### config.mk
export PLATFORM = sky130hd
export DESIGN_NAME = rwf_port
export DESIGN_NICKNAME = d
export VERILOG_FILES = /design/src/rtl/rwf_pkg.sv /design/src/rtl/rwf_decode.sv /design/src/rtl/rwf_fifo.sv /design/src/rtl/rwf_rdmux.sv /design/src/rtl/rwf_port.sv
export SDC_FILE = /design/constraint.sdc
export NUM_CORES = 1
export LEC_CHECK = 0
export ABC_AREA = 1
export BUFFER_PORTS_ARGS = -buffer_cell sky130_fd_sc_hd__clkbuf_2
export CORE_ASPECT_RATIO = 0.9
export CORE_MARGIN = 3
export CORE_UTILIZATION = 45
export CTS_CLUSTER_DIAMETER = 100
export DETAILED_ROUTE_END_ITERATION = 16
export PLACE_DENSITY = 0.76
export SLEW_MARGIN = 20
export SYNTH_ARGS = -nofsm -noshare
export SYNTH_HDL_FRONTEND = slang
export SYNTH_SLANG_ARGS = --single-unit
### constraint.sdc
create_clock -name clk -period 2.7 [get_ports clk]
set_clock_uncertainty 0.2 [all_clocks]
set_input_delay 0.135 -clock clk [delete_from_list [all_inputs] [get_ports clk]]
set_output_delay 0.135 -clock clk [all_outputs]
set_load 0.05 [all_outputs]
### src/rtl/rwf_pkg.sv
package rwf_pkg;
   // Function selected by a bus offset
   typedef enum logic [1:0] {
      FN_NONE  = 2'd0,
      FN_DATA  = 2'd1,
      FN_CONST = 2'd2,
      FN_COUNT = 2'd3
   } rwf_fn_e;

   localparam int unsigned OFS_WINDOW_A = 'h00;   // dequeue (split) / both (shared)
   localparam int unsigned OFS_WINDOW_B = 'h08;   // enqueue (split)
   localparam int unsigned OFS_CONST    = 'h10;
   localparam int unsigned OFS_COUNT    = 'h18;
endpackage

### src/rtl/rwf_decode.sv
module rwf_decode
   import rwf_pkg::*;
#(
   parameter int unsigned ADDR_W       = 8,
   parameter bit          SPLIT_LAYOUT = 1'b1
) (
   input  logic [ADDR_W-1:0] rd_addr,
   input  logic [ADDR_W-1:0] wr_addr,
   output rwf_fn_e           rd_fn,
   output logic              wr_is_push
);
   localparam logic [ADDR_W-1:0] A_WIN_A = ADDR_W'(OFS_WINDOW_A);
   localparam logic [ADDR_W-1:0] A_WIN_B = ADDR_W'(OFS_WINDOW_B);
   localparam logic [ADDR_W-1:0] A_CONST = ADDR_W'(OFS_CONST);
   localparam logic [ADDR_W-1:0] A_COUNT = ADDR_W'(OFS_COUNT);

   logic rd_is_pop;

   generate
      if (SPLIT_LAYOUT) begin : g_split
         assign rd_is_pop  = (rd_addr == A_WIN_A);
         assign wr_is_push = (wr_addr == A_WIN_B);
      end else begin : g_shared
         assign rd_is_pop  = (rd_addr == A_WIN_A);
         assign wr_is_push = (wr_addr == A_WIN_A);
      end
   endgenerate

   always_comb begin
      if (rd_is_pop)               rd_fn = FN_DATA;
      else if (rd_addr == A_CONST) rd_fn = FN_CONST;
      else if (rd_addr == A_COUNT) rd_fn = FN_COUNT;
      else                         rd_fn = FN_NONE;
   end
endmodule

### src/rtl/rwf_fifo.sv
module rwf_fifo #(
   parameter int unsigned DATA_W = 64,
   parameter int unsigned DEPTH  = 4,
   localparam int unsigned PTR_W = $clog2(DEPTH),
   localparam int unsigned CNT_W = $clog2(DEPTH + 1)
) (
   input  logic              clk,
   input  logic              rst_n,
   input  logic              push,
   input  logic [DATA_W-1:0] push_data,
   input  logic              pop,
   output logic [DATA_W-1:0] head,
   output logic [CNT_W-1:0]  count,
   output logic              full,
   output logic              empty
);
   generate
      if (DEPTH < 2 || (DEPTH & (DEPTH - 1)) != 0) begin : g_bad_depth
         $error("rwf_fifo: DEPTH must be a power of two of at least 2");
      end
   endgenerate

   logic [PTR_W-1:0]  wptr, rptr;
   logic [DATA_W-1:0] slot_q [DEPTH];

   genvar gi;
   generate
      for (gi = 0; gi < DEPTH; gi++) begin : g_slot
         always_ff @(posedge clk or negedge rst_n) begin
            if (!rst_n)                                 slot_q[gi] <= '0;
            else if (push && wptr == PTR_W'(gi))        slot_q[gi] <= push_data;
         end
      end
   endgenerate

   always_ff @(posedge clk or negedge rst_n) begin
      if (!rst_n) begin
         wptr  <= '0;
         rptr  <= '0;
         count <= '0;
      end else begin
         if (push) wptr <= wptr + 1'b1;
         if (pop)  rptr <= rptr + 1'b1;
         case ({push, pop})
            2'b10:   count <= count + 1'b1;
            2'b01:   count <= count - 1'b1;
            default: count <= count;
         endcase
      end
   end

   assign head  = slot_q[rptr];
   assign full  = (count == CNT_W'(DEPTH));
   assign empty = (count == '0);


   no_overflow_chk: assert property (@(posedge clk) disable iff (!rst_n)
      push |-> (count < CNT_W'(DEPTH)));

   no_underflow_chk: assert property (@(posedge clk) disable iff (!rst_n)
      pop |-> (count != '0));

   count_hold_chk: assert property (@(posedge clk) disable iff (!rst_n)
      (push && pop) |=> $stable(count));

   count_up_chk: assert property (@(posedge clk) disable iff (!rst_n)
      (push && !pop) |=> (count == $past(count) + 1'b1));
endmodule

### src/rtl/rwf_rdmux.sv
module rwf_rdmux
   import rwf_pkg::*;
#(
   parameter int unsigned DATA_W  = 64,
   parameter int unsigned CNT_W   = 3,
   parameter int unsigned CONST_W = 8,
   parameter logic [CONST_W-1:0] CONST_VAL = 8'h0D
) (
   input  rwf_fn_e           fn,
   input  logic [DATA_W-1:0] head,
   input  logic [CNT_W-1:0]  count,
   output logic [DATA_W-1:0] data
);
   generate
      if (CONST_W > DATA_W || CNT_W > DATA_W) begin : g_bad_width
         $error("rwf_rdmux: fields wider than the data path");
      end
   endgenerate

   always_comb begin
      unique case (fn)
         FN_DATA:  data = head;
         FN_CONST: data = DATA_W'(CONST_VAL);
         FN_COUNT: data = DATA_W'(count);
         default:  data = '0;
      endcase
   end
endmodule

### src/rtl/rwf_port.sv
module rwf_port
   import rwf_pkg::*;
#(
   parameter int unsigned DATA_W       = 64,
   parameter int unsigned DEPTH        = 4,
   parameter int unsigned ADDR_W       = 8,
   parameter bit          SPLIT_LAYOUT = 1'b1,
   parameter int unsigned CONST_W      = 8,
   parameter logic [CONST_W-1:0] CONST_VAL = 8'h0D
) (
   input  logic              clk,
   input  logic              rst_n,
   input  logic              rd_valid,
   output logic              rd_ready,
   input  logic [ADDR_W-1:0] rd_addr,
   output logic [DATA_W-1:0] rd_data,
   input  logic              wr_valid,
   output logic              wr_ready,
   input  logic [ADDR_W-1:0] wr_addr,
   input  logic [DATA_W-1:0] wr_data
);
   localparam int unsigned CNT_W = $clog2(DEPTH + 1);

   generate
      if (ADDR_W < 5) begin : g_bad_addr
         $error("rwf_port: ADDR_W too small for the offset map");
      end
   endgenerate

   rwf_fn_e          rd_fn;
   logic             wr_is_push;
   logic             push, pop, full, empty;
   logic [DATA_W-1:0] head;
   logic [CNT_W-1:0]  count;

   rwf_decode #(.ADDR_W(ADDR_W), .SPLIT_LAYOUT(SPLIT_LAYOUT)) u_dec (
      .rd_addr    (rd_addr),
      .wr_addr    (wr_addr),
      .rd_fn      (rd_fn),
      .wr_is_push (wr_is_push)
   );

   assign rd_ready = (rd_fn == FN_DATA) ? !empty : 1'b1;
   assign wr_ready = wr_is_push ? !full : 1'b1;
   assign pop      = rd_valid && (rd_fn == FN_DATA) && !empty;
   assign push     = wr_valid && wr_is_push && !full;

   rwf_fifo #(.DATA_W(DATA_W), .DEPTH(DEPTH)) u_fifo (
      .clk       (clk),
      .rst_n     (rst_n),
      .push      (push),
      .push_data (wr_data),
      .pop       (pop),
      .head      (head),
      .count     (count),
      .full      (full),
      .empty     (empty)
   );

   rwf_rdmux #(.DATA_W(DATA_W), .CNT_W(CNT_W), .CONST_W(CONST_W),
               .CONST_VAL(CONST_VAL)) u_mux (
      .fn    (rd_fn),
      .head  (head),
      .count (count),
      .data  (rd_data)
   );


   const_read_chk: assert property (@(posedge clk) disable iff (!rst_n)
      (rd_valid && rd_addr == ADDR_W'(OFS_CONST)) |-> (rd_ready && rd_data == DATA_W'(CONST_VAL)));

   empty_stall_chk: assert property (@(posedge clk) disable iff (!rst_n)
      (rd_valid && rd_addr == ADDR_W'(OFS_WINDOW_A) && count == '0) |-> !rd_ready);

   unmapped_no_stall_chk: assert property (@(posedge clk) disable iff (!rst_n)
      (wr_valid && wr_addr == ADDR_W'('h20)) |-> (wr_ready && !push));
endmodule

# After elaboration in Yosys (flattened, before gate mapping)
# Cells that the tools add are included.
[totals]
reg_bits = 263
inputBits = 84
wordCells = 49
[classes]
n_addsub = 4
magnitude_cmp = 1
n_eq_ne = 12
mux = 10
bitwise_logic = 1
reduce_logical = 14
[op_table]
columns = ["operator", "count"]
rows = [
  ["$pmux 64 s3", 1],
  ["$bmux 64 s2", 1],
  ["$mux 64", 2],
  ["$eq 8x5->1 const B", 2],
  ["$eq 2x2->1 const B", 5],
  ["$eq 8x4->1 const B", 1],
  ["$logic_and 1x1->1", 8],
  ["$logic_not 8->1", 1],
  ["$eq 2x1->1 const B", 3],
  ["$mux 2", 3],
  ["$pmux 3 s2", 1],
  ["$add 2x1->2 const B", 2],
  ["$add 3x1->3 const B", 1],
  ["$eq 3x3->1 const B", 1],
  ["$ge 3x3->1 const B", 1],
  ["$logic_not 3->1", 1],
  ["$not 2->3", 1],
  ["$sub 3x1->3 const B", 1],
  ["$logic_not 1->1", 2],
  ["$logic_not 2->1", 1],
  ["$mux 1", 2],
  ["$reduce_bool 2->1", 1],
]

# Longest topological paths before layout
[logic_depth]
depth_word = 9
depth_mapped = 13
depth_no_buf = 11

# By module
# A second synthesis with hierarchy kept.
[unflattened]
cells_unflattened = 1608
hier_area_um2 = 13775.7
[modules_own_cells]
columns = ["module", "instances", "cells_per_inst", "area_each_um2"]
rows = [
  ["rwf_fifo", 1, 1424, 12997.5],
  ["rwf_rdmux", 1, 146, 610.6],
  ["rwf_decode", 1, 29, 132.6],
  ["rwf_port", 1, 9, 35.0],
]

# Worst setup path before layout
# Ideal clock, no wire load.
[synth_path]
path_type = "reg2reg"
startpoint = "reg u_fifo.count[0]"
endpoint = "reg u_fifo.count[2]"
arrival_ns = 1.858
path_slack_ns = 0.511
stages_incl_launch_ff = 11
period_less_slack_ns = 2.189
cell_sequence = "dfrtp_1 nor2_2 a21oi_2 buf_2 nand2_1 ha_1 inv_1 fa_1 a21oi_1 o21ai_0 xor2_1"
[synth_via]
elab_chain_len = 5
elab_cells_between_ends = 12
classes_between = "2 x add/sub; 3 x eq/ne; 1 x mux; 6 x reduce/logical"
[synth_rtl]
columns = ["element", "line", "text"]
rows = [
  ["start: declaration", "rwf_fifo.sv:13", "output logic [CNT_W-1:0] count,"],
  ["start signal: assignment", "rwf_fifo.sv:45", "2'b10: count <= count + 1'b1;"],
  ["start signal: assignment", "rwf_fifo.sv:46", "2'b01: count <= count - 1'b1;"],
  ["start signal: assignment", "rwf_fifo.sv:47", "default: count <= count;"],
  ["$eq 3x3->1 or $logic_not 3->1 (tied branches)", "rwf_fifo.sv:53, rwf_fifo.sv:54", ""],
  ["$logic_not 1->1 (on tied branches)", "rwf_port.sv:46, rwf_port.sv:45", ""],
  ["$logic_and 1x1->1 (on tied branches)", "rwf_port.sv:46, rwf_port.sv:45", ""],
  ["$eq 2x1->1 or $eq 2x2->1 (tied branches)", "rwf_fifo.sv:44", "case ({push, pop})"],
  ["$pmux 3 s2 or $reduce_bool 2->1 (tied branches)", "-", ""],
]
# Parallel ways exist; a longest one is shown, timed or not.
# A chain may end at the register's enable or synchronous reset.

# Worst setup path after layout
[layout_path]
startpoint = "in wr_addr[4]"
endpoint = "out wr_ready"
[layout_via]
elab_chain_len = 2
[layout_rtl]
columns = ["element", "line", "text"]
rows = [
  ["start: declaration", "rwf_port.sv:19", "input logic [ADDR_W-1:0] wr_addr,"],
  ["$eq 8x4->1", "rwf_decode.sv:22", "assign wr_is_push = (wr_addr == A_WIN_B);"],
  ["$mux 1", "rwf_port.sv:44", "assign wr_ready = wr_is_push ? !full : 1'b1;"],
  ["end: declaration", "rwf_port.sv:18", "output logic wr_ready,"],
]
# No other way between the ends.

==> impl_metrics.py <==
metrics = {
    "floorplan": {
        "start_util_pct": 46.4,
        "core_area_sq_um": 29300,
        "die_area_sq_um": 32300,
        "io_pins": 150,
        "die_w_microns": 189,
        "dieHeight_microns": 171,
        "num_rows": 59,
    },
    "global_routing": {
        "grt_pass1_vias": 12800,
        "grt_start_max_net_pins": 197,
        "grt-ovfl-total": 0,
        "grt_pass1_wl_mm": 66.6,
        "track_usage_pct": 24.8,
        "antenna_found_initial": 2,
    },
    "placement": {
        "place_congestion": 0.851,
        "io_buffers": 149,
        "dp.cells": 2197,
        "place_hpwl_mm": 22.0,
        "pre_cts_ws_ns": 0.424,
    },
    "finish": {
        "nets": 1995,
        "drive_gt1_share_pct": 12.9,
        "area_growth_pct": 18.9,
        "final_cells": 2323,
        "fin_util_pct": 55.2,
    },
    "synthesis": {
        "synth.most_common_cell": "nand2_1",
        "ys_async_sr_fraction_pct": 100,
        "ys_seq_area_share_pct": 48.4,
        "synth_cell_types": 24,
        "synth_common_cells": "610 x nand2_1, 263 x dfrtp_1, 257 x nand4_1, 190 x nor2_1, 161 x o21ai_0",
        "synthesis.area_sq_um": 13600,
        "syn_inst": 1773,
        "avgSynthCellArea_sq_um": 7.67,
        "synth.area.top_cells": "dfrtp_1 48%, nand2_1 17%, nand4_1 12%, o21ai_0 5.9%, nor2_1 5.2%",
        "yosys.area.top_type": "dfrtp_1",
        "synth-main-ff-cell": "dfrtp_1",
        "yosysWarnings": 0,
        "ys_ff_latch": 263,
        "synthesis.nets": 1863,
        "synth_edf_count": 0,
        "synth_top_area_share_pct": 48.4,
    },
    "timing": {
        "tns_ns": 0,
        "relSlewSlack_pct": 41.6,
        "hold_viol": 0,
        "max_freq_mhz": 388,
        "setup_ws_ns": 0.120,
        "setup_viol": 0,
        "finalCritPeriodShare_pct": 95.6,
        "slew_viol_final": 0,
        "tightest_slew_ns": 0.876,
        "min_period_ns": 2.58,
        "rsz0062_at_grt": "no",
    },
    "detailed_routing": {
        "routedWlPerCell_microns": 17.5,
        "drc": 0,
        "drt_wl_total_mm": 40.7,
        "top_layer": "met4",
        "initialDrtViolationCount": 1417,
        "ant_nets": 0,
        "first_pass_iters": 5,
        "route.met3.wl_mm": 3.03,
        "dr_total_vias": 13000,
        "drt-met1-wl_mm": 17.1,
        "routed_via_density": 5.61,
        "wl_met2_mm": 19.7,
    },
    "clock_network": {
        "clock-root-buffer": "clkbuf_16",
        "post_cts_buffers": 0,
        "clk_pin_slew_ns": 0.06,
        "cts_tree": "built",
        "htreeDepth": 1,
        "max-clock-path-buffers": 3,
        "clock_sinks": 263,
        "insertion_delay_ns": 0.54,
        "numCtsBuffers": 29,
    },
    "min_path": {
        "hold_class": "in2reg",
    },
    "worst_setup_path": {
        "path_common_cell": "clkbuf_2",
        "worstPathArrival_ns": 2.25,
        "endpoint_kind": "primary output",
        "crit_buf_inv": 5,
        "cpLargestDelayFamily": "buffers and inverters",
        "cp-start-kind": "input pin",
        "cp_cell_sequence": "dlygate4sd3_1, clkbuf_2, nor2_1, nand2_1, nor2_4, buf_4, buf_12, nand3_1, clkbuf_2",
        "max_stage_delay_ns": 0.54,
        "worst-setup-path-type": "in2out",
        "worstPathMaxFanout": 101,
        "cp_slowest_cell": "dlygate4sd3_1",
        "required_ns": 2.37,
    },
    "power_and_ir_drop": {
        "powerDensity_nw_per_um2": 544,
        "ir_drop_mv": 0.474,
        "fin_total_pwr_w": 0.00880,
        "p_leak_nw": 8.73,
    },
    "run": {
        "max_cap_viol_count": 0,
    },
    "run_status": {
        "status": "finished clean",
    },
}
-- layout make-up --
type / count / area (sq um)
multi-input cells: 1278 / 5870
clock buffers: 45 / 886
well taps: 396 / 495
clock inverters: 6 / 83.8
flip-flops and latches: 263 / 6590
repair buffers: 260 / 1960
diodes: 2 / 5.00
fillers: 2698 / 13100
inverters: 73 / 275
-- layer usage --
| metal | vias to the layer above | global-route usage, % |
|---|---|---|
| li1 | 6145 | - |
| met1 | 6270 | 34.1 |
| met2 | 559 | 41.9 |
| met3 | 66 | 3.30 |
| met4 | 0 | 6.81 |
| met5 | - | 0 |
-- timing repair --
| item | 4_1_cts | 5_1_grt |
|---|---|---|
| hold buffers | 73 | 0 |
| gates resized for setup | 0 | 1 |
| setup endpoints to repair | 0 | 1 |
| hold endpoints to repair | 523 | 0 |
-- worst min-delay path: cells and delay by family --
family | cells | cell delay, ns
buf+inv | 2 | 0.28
simple gates | 5 | 0.33
-- worst paths after layout --
check | cells after the start | endpoint | startpoint | slack (ns)
min in group asynchronous | 3 | u_fifo.slot_q[125]$_DFFE_PN0P_ | rst_n | 0.51
hold reg to reg | 2 | u_fifo.slot_q[119]$_DFFE_PN0P_ | u_fifo.slot_q[119]$_DFFE_PN0P_ | 0.27
hold / removal | 7 | u_fifo.slot_q[145]$_DFFE_PN0P_ | wr_addr[5] | 0.05
setup reg to reg | 6 | u_fifo.slot_q[228]$_DFFE_PN0P_ | u_fifo.count[0]$_DFFE_PN0P_ | 0.31
max in group asynchronous | 4 | u_fifo.slot_q[252]$_DFFE_PN0P_ | rst_n | 0.85
setup / recovery | 9 | wr_ready | wr_addr[4] | 0.12
-- registers in the layout, summed over array words and instances (netlist names) --
name	count
u_fifo.slot_q	256
u_fifo.count	3
u_fifo.rptr	2
u_fifo.wptr	2
-- power breakdown --
group,switching [W],internal (W)
logic,0.000543,0.000288
clock network,0.00158,0.00242
registers,0.0000138,0.00395
-- placed cells by master (no fill, tap or decap), types with 2 or more instances in the layout --
master         synthesis  routed
buf_12                 0      15
buf_4                 30      23
bufinv_16              0       2
clkbuf_1              51       6
clkbuf_16              0      29
clkbuf_2               0     148
clkbuf_8               0      10
clkinv_2               0       4
dfrtp_1              263     261
dfrtp_4                0       2
diode_2                0       2
dlygate4sd3_1          0      73
ha_2                   0       4
inv_1                 72      72
nand2_1              610     610
nand3_1               19      19
nand3_4                4       4
nand4_1              257     257
nor2_1               190     188
nor2_2                 1       2
nor2_4                 1       2
o21ai_0              161     161
o21ai_1               23      23
xor2_1                 2       2
-- through the flow --
step,hold WS (ns),area [sq um]
2_1_floorplan,-0.361,13600
3_3_place_gp,-0.0396,14500
3_5_place_dp,-0.0440,14500
4_1_cts,0.0375,16200
5_1_grt,0.0698,16200
6_report,0.0516,16200
-- logic make-up (layout without fill, tap and decap cells) --
logic type | after synthesis | after routing | synth area share, %
buf+inv | 232 | 384 | 8.61
simple gates | 1082 | 1082 | 35.3
compound gates | 187 | 187 | 6.93
fa+ha+maj | 6 | 6 | 0.607
xor+xnor | 3 | 3 | 0.193
flops | 263 | 263 | 48.4
other cells | 0 | 2 | 0
Power figures use the tool's default switching activity.
